$ cat config.mk
export PLATFORM = sky130hd
export DESIGN_NAME = irq_trig_capture
export DESIGN_NICKNAME = d
export VERILOG_FILES = /design/src/rtl/irq_cap_pkg.sv /design/src/rtl/irq_trig_sel_reg.sv /design/src/rtl/irq_line_cell.sv /design/src/rtl/irq_trig_capture.sv
export SDC_FILE = /design/constraint.sdc
export NUM_CORES = 1
export LEC_CHECK = 0
export BUFFER_PORTS_ARGS = -buffer_cell sky130_fd_sc_hd__buf_2
export CAP_MARGIN = 20
export CORE_UTILIZATION = 50
export CTS_CLUSTER_DIAMETER = 100
export DETAILED_ROUTE_END_ITERATION = 10
export PLACE_DENSITY = 0.94
export SLEW_MARGIN = 20
export SYNTH_ARGS = -nofsm -noshare
export SYNTH_HDL_FRONTEND = slang
export SYNTH_HIERARCHICAL = 1
export SYNTH_SLANG_ARGS = --single-unit
$ cat constraint.sdc
create_clock -name clk -period 1.2 [get_ports clk]
set_input_delay 0.06 -clock clk [delete_from_list [all_inputs] [get_ports clk]]
set_output_delay 0.06 -clock clk [all_outputs]
set_load 0.005 [all_outputs]
$ cat src/rtl/irq_cap_pkg.sv
package irq_cap_pkg;
  typedef enum logic {
    TRIG_EDGE  = 1'b0,
    TRIG_LEVEL = 1'b1
  } trig_mode_e;
endpackage

$ cat src/rtl/irq_trig_sel_reg.sv
module irq_trig_sel_reg #(
  parameter int                   NUM_LINES = 8,
  parameter logic [NUM_LINES-1:0] WR_MASK   = 8'hF8
) (
  input  logic                 clk,
  input  logic                 rst_n,
  input  logic                 wr_en,
  input  logic [NUM_LINES-1:0] wr_data,
  input  logic                 init_clr,
  output logic [NUM_LINES-1:0] sel_q
);
  logic [NUM_LINES-1:0] sel_d;
  logic                 sel_en;

  always_comb begin
    sel_en = init_clr | wr_en;
    if (init_clr) sel_d = '0;
    else          sel_d = wr_data & WR_MASK;
  end

  always_ff @(posedge clk or negedge rst_n) begin
    if (!rst_n)      sel_q <= '0;
    else if (sel_en) sel_q <= sel_d;
  end

  AST_SEL_MASKED_WRITE: assert property (@(posedge clk) disable iff (!rst_n)
    (wr_en && !init_clr) |=> (sel_q == ($past(wr_data) & WR_MASK)));
  AST_SEL_FIXED_ZERO: assert property (@(posedge clk) disable iff (!rst_n)
    wr_en |=> ((sel_q & ~WR_MASK) == '0));
  AST_SEL_INIT_WINS: assert property (@(posedge clk) disable iff (!rst_n)
    init_clr |=> (sel_q == '0));
endmodule

$ cat src/rtl/irq_line_cell.sv
module irq_line_cell
  import irq_cap_pkg::*;
(
  input  logic       clk,
  input  logic       rst_n,
  input  trig_mode_e mode,
  input  logic       req,
  input  logic       ack_hit,
  input  logic       init_clr,
  output logic       pend_o
);
  logic pend_q, pend_d;
  logic mem_q, mem_d;
  logic rise;

  always_comb begin
    rise = req & ~mem_q;
    if (init_clr) begin
      pend_d = 1'b0;
      mem_d  = 1'b0;
    end else if (mode == TRIG_LEVEL) begin
      pend_d = req;
      mem_d  = req;
    end else begin
      mem_d = req;
      if (rise)         pend_d = 1'b1;
      else if (ack_hit) pend_d = 1'b0;
      else              pend_d = pend_q;
    end
  end

  always_ff @(posedge clk or negedge rst_n) begin
    if (!rst_n) begin
      pend_q <= 1'b0;
      mem_q  <= 1'b0;
    end else begin
      pend_q <= pend_d;
      mem_q  <= mem_d;
    end
  end

  assign pend_o = pend_q;

  AST_LEVEL_FOLLOW: assert property (@(posedge clk) disable iff (!rst_n)
    (mode == TRIG_LEVEL && !init_clr) |=> (pend_o == $past(req)));
  AST_EDGE_NO_REARM: assert property (@(posedge clk) disable iff (!rst_n)
    (mode == TRIG_EDGE && !init_clr && mem_q && !pend_q) |=> !pend_o);
  AST_EDGE_FALL_KEEP: assert property (@(posedge clk) disable iff (!rst_n)
    (mode == TRIG_EDGE && !init_clr && !ack_hit && pend_q) |=> pend_o);
  AST_ACK_CLEARS_EDGE: assert property (@(posedge clk) disable iff (!rst_n)
    (mode == TRIG_EDGE && !init_clr && ack_hit && !(req && !mem_q)) |=> !pend_o);
  AST_ACK_EDGE_RACE: assert property (@(posedge clk) disable iff (!rst_n)
    (mode == TRIG_EDGE && !init_clr && ack_hit && req && !mem_q) |=> pend_o);
  AST_INIT_CLEARS: assert property (@(posedge clk) disable iff (!rst_n)
    init_clr |=> (!pend_o && !mem_q));
endmodule

$ cat src/rtl/irq_trig_capture.sv
module irq_trig_capture
  import irq_cap_pkg::*;
#(
  parameter int                   NUM_LINES   = 8,
  parameter logic [NUM_LINES-1:0] SEL_WR_MASK = 8'hF8,
  localparam int                  IDX_W       = (NUM_LINES > 1) ? $clog2(NUM_LINES) : 1
) (
  input  logic                 clk,
  input  logic                 rst_n,
  input  logic [NUM_LINES-1:0] req_in,
  input  logic                 trig_sel_we,
  input  logic [NUM_LINES-1:0] trig_sel_wdata,
  input  logic                 ack_valid,
  input  logic [IDX_W-1:0]     ack_line,
  input  logic                 init_clr,
  output logic [NUM_LINES-1:0] pending,
  output logic [NUM_LINES-1:0] trig_sel_rdata
);
  logic [NUM_LINES-1:0] sel_q;
  logic [NUM_LINES-1:0] ack_hit;

  irq_trig_sel_reg #(
    .NUM_LINES (NUM_LINES),
    .WR_MASK   (SEL_WR_MASK)
  ) u_sel (
    .clk      (clk),
    .rst_n    (rst_n),
    .wr_en    (trig_sel_we),
    .wr_data  (trig_sel_wdata),
    .init_clr (init_clr),
    .sel_q    (sel_q)
  );

  for (genvar i = 0; i < NUM_LINES; i++) begin : g_line
    trig_mode_e line_mode;
    assign line_mode  = trig_mode_e'(sel_q[i]);
    assign ack_hit[i] = ack_valid && (ack_line == IDX_W'(i));

    irq_line_cell u_cell (
      .clk      (clk),
      .rst_n    (rst_n),
      .mode     (line_mode),
      .req      (req_in[i]),
      .ack_hit  (ack_hit[i]),
      .init_clr (init_clr),
      .pend_o   (pending[i])
    );
  end

  assign trig_sel_rdata = sel_q;

  AST_ACK_ONEHOT: assert property (@(posedge clk) disable iff (!rst_n)
    $onehot0(ack_hit));
  AST_INIT_EMPTY: assert property (@(posedge clk) disable iff (!rst_n)
    init_clr |=> (pending == '0 && trig_sel_rdata == '0));
endmodule

# Word level (Yosys, flattened, before mapping)
# Cells that the tools add are included.
# word_totals
out_inout_bits	16
elab_cells	99
ff_bits	24
inputBits	24
# op_classes
n_reduce_logical	17
mux	41
eq_ne	7
bitwise	17
# ops
cell	count
$mux 1	40
$reduce_bool 4->1	8
$eq 3x3->1 const B	4
$and 1x1->1	8
$logic_and 1x1->1	8
$mux 8	1
$not 1->1	8
$eq 3x2->1 const B	2
$eq 3x1->1 const B	1
$logic_not 3->1	1
$or 1x1->1	1

# Depth between registers and ports, before layout
# depth
depth_word	6
ltp_mapped	3
depth_no_buf	3

# Cells and area by module
# The synthesis kept the hierarchy.
# modules_own_cells
mod	seq_area_each_um2	cells_each	n_inst	area_per_inst_um2
irq_line_cell	50.0	6	8	86.3
irq_trig_sel_reg	125.1	20	1	231.5
irq_trig_capture	0.0	8	1	96.3

# Worst setup path before layout
# OpenSTA, ideal clock, no wires.
# synth_path
path_kind	register to register
from	register u_sel.sel_q[3]
to	register g_line[3].u_cell.pend_q
arrival_time_ps	698
path_stages_with_launch	3
setup_slack_ps	384
synth_period_minus_slack_ps	816
setup_ps	118
required_time_ps	1082
path_buffers	0
cell_sequence	dfrtp_1 > nand2b_1 > a21o_1
# synth_between
elab_chain_cells	2
elab_cells_between_ends	3
cone_classes	mux (2); reduce/logical (1)
# synth_rtl
element	line	source
start, declared	irq_trig_sel_reg.sv:10	output logic [NUM_LINES-1:0] sel_q
start signal, assigned	irq_trig_sel_reg.sv:23	else if (sel_en) sel_q <= sel_d;
$mux 1	irq_line_cell.sv:21	end else if (mode == TRIG_LEVEL) begin
$mux 1	irq_line_cell.sv:18	if (init_clr) begin
end signal, assigned	irq_line_cell.sv:37	pend_q <= pend_d;
end, declared	irq_line_cell.sv:12	logic pend_q, pend_d;
# Several ways; a longest one is shown, not always the timed one.
# A chain may end at the register's enable or synchronous reset.

# Final worst setup path
# layout_path
from	register u_sel.sel_q[5]
to	output port trig_sel_rdata[5]
# layout_rtl
element	line	source
end, declared	irq_trig_capture.sv:17	output logic [NUM_LINES-1:0] trig_sel_rdata
# No word-level cell between the ends.

==> flow_summary.ini <==
[pwr]
internal_power_mw = 1.00
leakagePower_nw = 0.689
power_density_mw_per_mm2 = 1030
finalPower_mw = 1.32
p_comb_share_pct = 17.0
p_sw_uw = 318
seqPwrFrac_pct = 58.9
peakVddDrop_mv = 0.901
power.share.clock_pct = 24.2
swShare_pct = 24.1

[logic_synthesis]
synth_area_mm2 = 0.00102
synth_compound_gate_area_share_pct = 5.90
yosys.area_share.simple_pct = 33.9
synth-xor-area-share_pct = 0
synth_top_family_by_area = simple AND/OR/NAND/NOR gates
synthAdderAreaFrac_pct = 0
seq_area_frac_synth_pct = 51.6
avgSynthCellArea_um2 = 13.4
yosysUniqueCellTypes = 13
ys_seq_elements = 21
ys_warn_count = 6
synth_mux_area_share_pct = 4.91
synth_cells = 76

[finish]
drive_gt1_share_pct = 44.9
syn2layout_area_growth_pct = 26.3
stdcell_area_mm2 = 0.00129
antenna_cells = 0
instances_no_fill = 143
final_util_pct = 70.7
finalNetCount = 143

[job]
maxCapViolCount = 0

[critical_path]
path_class = register to output port
r2r_start = u_sel/sel_q[5]$_DFFE_PN0P_
reg2reg_slack_ps = 310
path_depth = 1
crit_path_end = trig_sel_rdata[5]
critPathMaxStageDelay_ps = 440
ff2ff_path_depth = 2
cp.arrival_ps = 870
crit_fanout = 4
crit_chain = buf_2
critPathBufInv = 1
required_ps = 1140
path_delay_family = flip-flops
end_kind = output port
critical_path.slowest_cell = dfrtp_1
cp-startpoint = u_sel/sel_q[5]$_DFFE_PN0P_
setup.worst_path.start_class = register
r2r_end = g_line[5].u_cell/pend_o$_DFFE_PN0P_

[floorplan]
pin_count = 40
coreArea_mm2 = 0.00182
fp-row-count = 15
die_area_mm2 = 0.00222
dieWidth_um = 47.1
die_y_um = 47.1
start_util_pct = 55.9

[placement]
dp.final_hpwl_um = 1340
place_inst = 132
portBuffers = 33
pre_cts_ws_ps = 238
place_congestion = 0.653
post_dp_cell_area_mm2 = 0.00119

[timing]
fin_worst_skew_ps = 3.19
fin_crit_ps = 935
fin_ws_ps = 265
drv_slew = 0
rsz0062_at_grt = false
timing.setup.tns_ps = 0
hold_viol_final = 0
fin_crit_sh_pct = 77.9
setup_violations = 0
whs_ps = 8.34
fmax_mhz = 1070

[clock_network]
post-cts-setup-buffers = 0
cts_buffers = 3
clkTransAtPathRegs_ps = 110
clock_sinks = 21
root_buffer = clkbuf_4
cts-htree-levels = 1
cts_tree = built
clk_latency_ps = 290
clk_path_buf_depth = 2

[outcome]
outcome = complete, no violations

[global_routing]
gr-total-overflow = 0
grt_max_degree = 22
grt_pass1_wl_um = 2770
antenna_found_initial = 0
grt_pass1_vias = 681
grtUsageTotal_pct = 18.9

[min_path]
hp-class = input pin to register

[route]
ant_nets = 0
dr.pass1.iters = 4
drc = 0
initialDrtViolationCount = 5
vias_per_cell = 4.91
wl_per_cell_um = 12.8
vias = 702
wl_um = 1830
## cells in the final DEF (no fill, tap or decap)
cell and instances:
buf_2 33, dfrtp_1 21, nor4b_2 9, and2b_1 8, nand2b_1 8, a21o_1 8, dlygate4sd3_1 7, mux2i_1 5
nor2_1 5, and4b_2 3, and4bb_2 3, clkbuf_4 3, conb_1 3, and4_2 1, clkinv_2 1
## cells by family after synthesis
logic type	after synthesis
multiplexers	5
AO/OA/AOI/OAI	8
AND/OR/NAND/NOR	37
flip-flops	21
buffers and inverters	4
other	1
## synth_stat cells
library cell / number / area, um2
mux2i_1: 5 / 50.1
dfrtp_1: 21 / 526
nor2_1: 5 / 18.8
and4b_2: 3 / 33.8
buf_4: 3 / 22.5
and2b_1: 8 / 60.1
conb_1: 1 / 3.75
a21o_1: 8 / 60.1
buf_6: 1 / 11.3
nor4b_2: 9 / 135
nand2b_1: 8 / 50.1
and4bb_2: 3 / 37.5
and4_2: 1 / 10.0
## layer usage
layer  wire length (um)  track usage, %  up-vias  share of wire (%)
li1                   -               -      356                  -
met1                723            22.0      323                 40
met2               1010            34.4       19                 55
met3                 65            2.31        4                3.6
met4                 24            8.57        0                1.3
met5                  0               0        -                  0
## power by group through the flow
stage	Sequential [mW]	Clock [mW]	Combinational (mW)
finish	0.778	0.320	0.224
global route	0.784	0.357	0.247
CTS	0.779	0.338	0.225
floorplan	0.793	0	0.107
global placement	0.789	0	0.199
detailed placement	0.793	0	0.207
## state kept, by name, indices dropped and copies added (netlist names)
register,count
g_line.u_cell/mem_q,8
g_line.u_cell/pend_o,8
u_sel/sel_q,5
## repair_timing
action,CTS,global route
hold buffers,7,0
resized for setup,0,0
hold endpoints to repair,27,0
## final cells by class
type | count | area (um2)
Timing Repair Buffer | 40 | 235
Multi-Input combinational cell | 53 | 467
Fill cell | 121 | 534
Sequential cell | 21 | 526
Clock inverter | 1 | 5.00
Clock buffer | 3 | 22.5
Tap cell | 25 | 31.3
## worst min-delay path by stage
stage / startpoint / endpoint / cells after the start
5_1_grt: trig_sel_wdata[6] / u_sel/sel_q[6]$_DFFE_PN0P_ / 3
6_report: trig_sel_wdata[4] / u_sel/sel_q[4]$_DFFE_PN0P_ / 3
2_1_floorplan: rst_n / g_line[0].u_cell/mem_q$_DFF_PN0_ / 0
3_3_place_gp: rst_n / g_line[1].u_cell/mem_q$_DFF_PN0_ / 1
3_5_place_dp: rst_n / g_line[2].u_cell/pend_o$_DFFE_PN0P_ / 1
4_1_cts: trig_sel_wdata[4] / u_sel/sel_q[4]$_DFFE_PN0P_ / 3
No activity file was read; power rests on OpenSTA's default activity.
